## config.mk

```make
export PLATFORM = sky130hd
export DESIGN_NAME = dma_prio_arb
export DESIGN_NICKNAME = d
export VERILOG_FILES = /design/src/rtl/dma_prio_arb.sv
export SDC_FILE = /design/constraint.sdc
export NUM_CORES = 1
export LEC_CHECK = 0
export BUFFER_PORTS_ARGS = -buffer_cell sky130_fd_sc_hd__buf_2
export CORE_AREA = 5 5 42 44
export CTS_CLUSTER_SIZE = 16
export DETAILED_ROUTE_END_ITERATION = 8
export DIE_AREA = 0 0 47 49
export SLEW_MARGIN = 10
export SYNTH_ARGS = -nofsm -noshare
export SYNTH_HDL_FRONTEND = slang
export SYNTH_SLANG_ARGS = --single-unit
```

## constraint.sdc

```tcl
create_clock -name clk -period 1.2 [get_ports clk]
set_input_delay 0.18 -clock clk [delete_from_list [all_inputs] [get_ports clk]]
set_output_delay 0.18 -clock clk [all_outputs]
set_load 0.005 [all_outputs]
```

## src/rtl/dma_prio_arb.sv

```systemverilog
module dma_prio_arb #(
  parameter int NCH  = 4,
  parameter int BW_W = 3
) (
  input  logic                clk,
  input  logic                rst_n,
  input  logic [NCH-1:0]      req_i,
  input  logic [NCH*BW_W-1:0] bw_cfg_i,
  input  logic                release_i,
  output logic [NCH-1:0]      grant_o,
  output logic                grant_vld_o
);

  localparam int CFG_W = NCH * BW_W;

  logic [NCH-1:0] bw_zero;
  logic [NCH-1:0] swap_up;
  logic [NCH-1:0] win;
  logic [NCH-1:0] grant_q;
  logic [NCH-1:0] beaten_by [NCH];
  logic [CFG_W-1:0] cfg;

  assign cfg = bw_cfg_i;

  genvar g;
  for (g = 0; g < NCH; g++) begin : g_zero
    assign bw_zero[g] = (cfg[g*BW_W +: BW_W] == '0);
  end

  assign swap_up[0] = 1'b0;
  for (g = 1; g < NCH; g++) begin : g_swap
    assign swap_up[g] = bw_zero[g] & ~bw_zero[g-1];
  end

  always_comb begin
    for (int i = 0; i < NCH; i++) begin
      beaten_by[i] = '0;
      for (int j = 0; j < NCH; j++) begin
        if (j < i && !(j == i - 1 && swap_up[i]))
          beaten_by[i][j] = 1'b1;
        else if (j == i + 1 && swap_up[j])
          beaten_by[i][j] = 1'b1;
      end
    end
  end

  for (g = 0; g < NCH; g++) begin : g_win
    assign win[g] = req_i[g] & ~|(req_i & beaten_by[g]);
  end

  always_ff @(posedge clk or negedge rst_n) begin
    if (!rst_n)
      grant_q <= '0;
    else if (!grant_vld_o || release_i)
      grant_q <= win;
  end

  assign grant_o     = grant_q;
  assign grant_vld_o = |grant_q;

endmodule


```

==> summary.md <==
| Metric | Value |
|---|---|
| Setup TNS Final | -0.148 ns |
| Drt drc | 0 |
| Finished Core Util | 34.0% |
| Worst path arrival time | 1.13 ns |
| Distinct cells, synth | 22 |
| Clk sinks | 4 |
| Crit Path Category | flip-flop to output pin |
| Setup WS post-layout | -0.112 ns |
| Final WL | 869 um |
| Avg Inst Size Synth | 9.55 um2 |
| Layout cells sized above 1 | 54.2% |
| Vias in the first global route | 341 |
| Area contributors post-synth | dfrtp_1 35%, nor4_4 7.4%, inv_1 5.2% |
| CTS tree | yes |
| Max-cap viol count | 0 |
| Register-to-register setup slack | -0.02 ns |
| Warnings, synthesis | 0 |
| RSZ-0062 raised after global routing | true |
| Skew-Pair Late Insertion Delay | 0.24 ns |
| Worst vdd ir | 0.357 mV |
| I/O Buffers | 23 |
| Crit Path Max Fanout | 2 |
| TritonCTS buffer count | 3 |
| Nets | 80 |
| Core box area | 0.00140 mm2 |
| Max-slew violations | 0 |
| CTS clk-pin slew, worst paths | 0.04 ns |
| Top cell type's share of synthesized area | 34.9% |
| Synthesis-stage register bit count | 4 |
| Post-DRT Antenna Nets | 0 |
| Final clock skew | 0.00477 ns |
| Syn nets | 49 |
| Critical Path Max Stage Delay | 0.41 ns |
| Area delta synth->final | 66.4% |
| Max Fclk | 762 MHz |
| Critical path startpoint category | flip-flop |
| Max H-tree Level | 1 |
| Place WS | -0.00324 ns |
| Mapped cell area | 287 um2 |
| Min Tclk post-route | 1.31 ns |
| PwrDens | 1010 mW/mm2 |
| Drt wl/cell | 11.6 um |
| # rows | 14 |
| Mapped Cells | 30 |
| Starting density of the core | 20.4% |
| Tcrit/Tclk final | 109% |
| GRT Util Overall | 9.10% |
| Top cell type by total area after synthesis | dfrtp_1 |
| Setup-failing EPs final | 3 |
| P_leak | 0.236 nW |
| Initial antenna violation count | 0 |
| Worst-margin pin slew | 0.300 ns |
| Rel. slew slack | 79.9% |
| Failing checks | setup timing |
| WP data required | 1.02 ns |
| Die Footprint | 0.00230 mm2 |
| Post-synthesis sequential area ratio | 34.9% |
| Die X | 47 um |
| Slowest cell on the critical path | dfrtp_1 |
| First-pass GRT wire length | 1440 um |
| I/O pin count | 24 |
| RePlAce Congestion | 0.782 |
| Hold Path Class | input pin to flip-flop |
| Placed Area | 429 um2 |
| Element type at the critical path end | output pin |
| Finished layout cell area | 477 um2 |
| Crit path cell chain | nor4_4 > inv_1 > buf_2 |
| CTS root buf | clkbuf_4 |
| Clock buffer depth | 2 |
| # diodes | 0 |
| Pin count of the biggest net entering global routing | 9 |
| Final hold violations | 0 |
| Height of the die | 49 um |
| Max FFs per register | 4 |
| Grt ovf | 0 |
| Via density | 4.60 |
| Vias post-DR | 345 |
| Status | finished, violations left |
| Drt pass-1 iters | 2 |
| Number of DRC markers in iteration 0 | 6 |
[logic make-up after synthesis]
| group | synth area share (%) |
|---|---|
| buf+inv | 5.24 |
| flops | 34.9 |
| simple gates | 31.4 |
| compound gates | 28.4 |
[worst paths after layout]
path | startpoint | to | cells after the start
max in group asynchronous | rst_n | grant_o[3]$_DFFE_PN0P_ | 2
min in group asynchronous | rst_n | grant_o[2]$_DFFE_PN0P_ | 2
min reg2reg | grant_o[3]$_DFFE_PN0P_ | grant_o[3]$_DFFE_PN0P_ | 2
min | req_i[1] | grant_o[1]$_DFFE_PN0P_ | 3
max | grant_o[1]$_DFFE_PN0P_ | grant_vld_o | 3
max reg2reg | grant_o[1]$_DFFE_PN0P_ | grant_o[2]$_DFFE_PN0P_ | 4
[layout by cell type, fill, tap and decap left out]
cell / n
a21boi_0: 1
and2b_1: 1
and3_1: 1
and3b_1: 1
buf_2: 23
buf_4: 2
clkbuf_4: 3
dfrtp_1: 4
dlygate4sd3_1: 1
inv_1: 4
nor2_1: 1
nor3_1: 1
nor3_2: 1
nor3b_1: 1
nor4_4: 1
o211ai_1: 1
o21a_1: 1
o21ai_1: 2
o21ai_2: 1
o22ai_1: 2
o31ai_1: 1
o32ai_2: 1
o41a_1: 1
or2b_1: 1
or3_1: 2
[stage by stage]
| stage | total power [W] | hold slack (ns) | cells |
|---|---|---|---|
| finish | 0.000483 | 0.235 | 75 |
| global route | 0.000524 | 0.232 | 75 |
| CTS | 0.000494 | 0.231 | 75 |
| detailed placement | 0.000297 | -0.00290 | 70 |
| global placement | 0.000295 | -0.00801 | 70 |
| floorplan | 0.000222 | -0.116 | 30 |
[layout make-up]
cell class              instances  area, um2
clock buffers                   3       22.5
fillers                       160        925
inverters                       4       15.0
multi-input cells              22        179
flip-flops and latches          4        100
well taps                      16       20.0
repair buffers                 26        140
[cells in the mapped netlist, drive strengths merged]
| cell | number |
|---|---|
| dfrtp | 4 |
| inv | 4 |
| o21ai | 3 |
| nor3 | 2 |
| o22ai | 2 |
| or3 | 2 |
| a21boi | 1 |
| and2b | 1 |
| and3 | 1 |
| and3b | 1 |
| nor2 | 1 |
| nor3b | 1 |
| nor4 | 1 |
| o211ai | 1 |
| o21a | 1 |
| o31ai | 1 |
| o32ai | 1 |
| o41a | 1 |
| or2b | 1 |
[worst max-delay path: cells and delay by family, from the launching register on]
kind	cells	cell delay (ns)
DFF	1	0.41
and+or+nand+nor	1	0.30
buffers and inverters	2	0.18
[where the power goes]
group / total [W] / internal, W / switching [W]
clock network: 0.000172 / 0.000112 / 0.0000601
logic: 0.000144 / 0.0000830 / 0.0000607
registers: 0.000167 / 0.000150 / 0.0000169
[timing repair]
item | CTS | global route
resized for setup | 1 | 1
setup endpoints to repair | 2 | 5
setup buffers | 1 | 0
pin swaps | 1 | 2
hold buffers | 1 | 0
gates cloned | 0 | 0
endpoints found under the hold margin | 4 | 0
[metal layers]
| layer | share of wire [%] | global-route usage (%) | vias up |
|---|---|---|---|
| li1 | - | - | 174 |
| met1 | 41 | 10.6 | 156 |
| met2 | 50 | 12.2 | 13 |
| met3 | 5.9 | 1.11 | 2 |
| met4 | 3.2 | 11.1 | 0 |
| met5 | 0 | 0 | - |
Power figures use the tool's default switching activity.
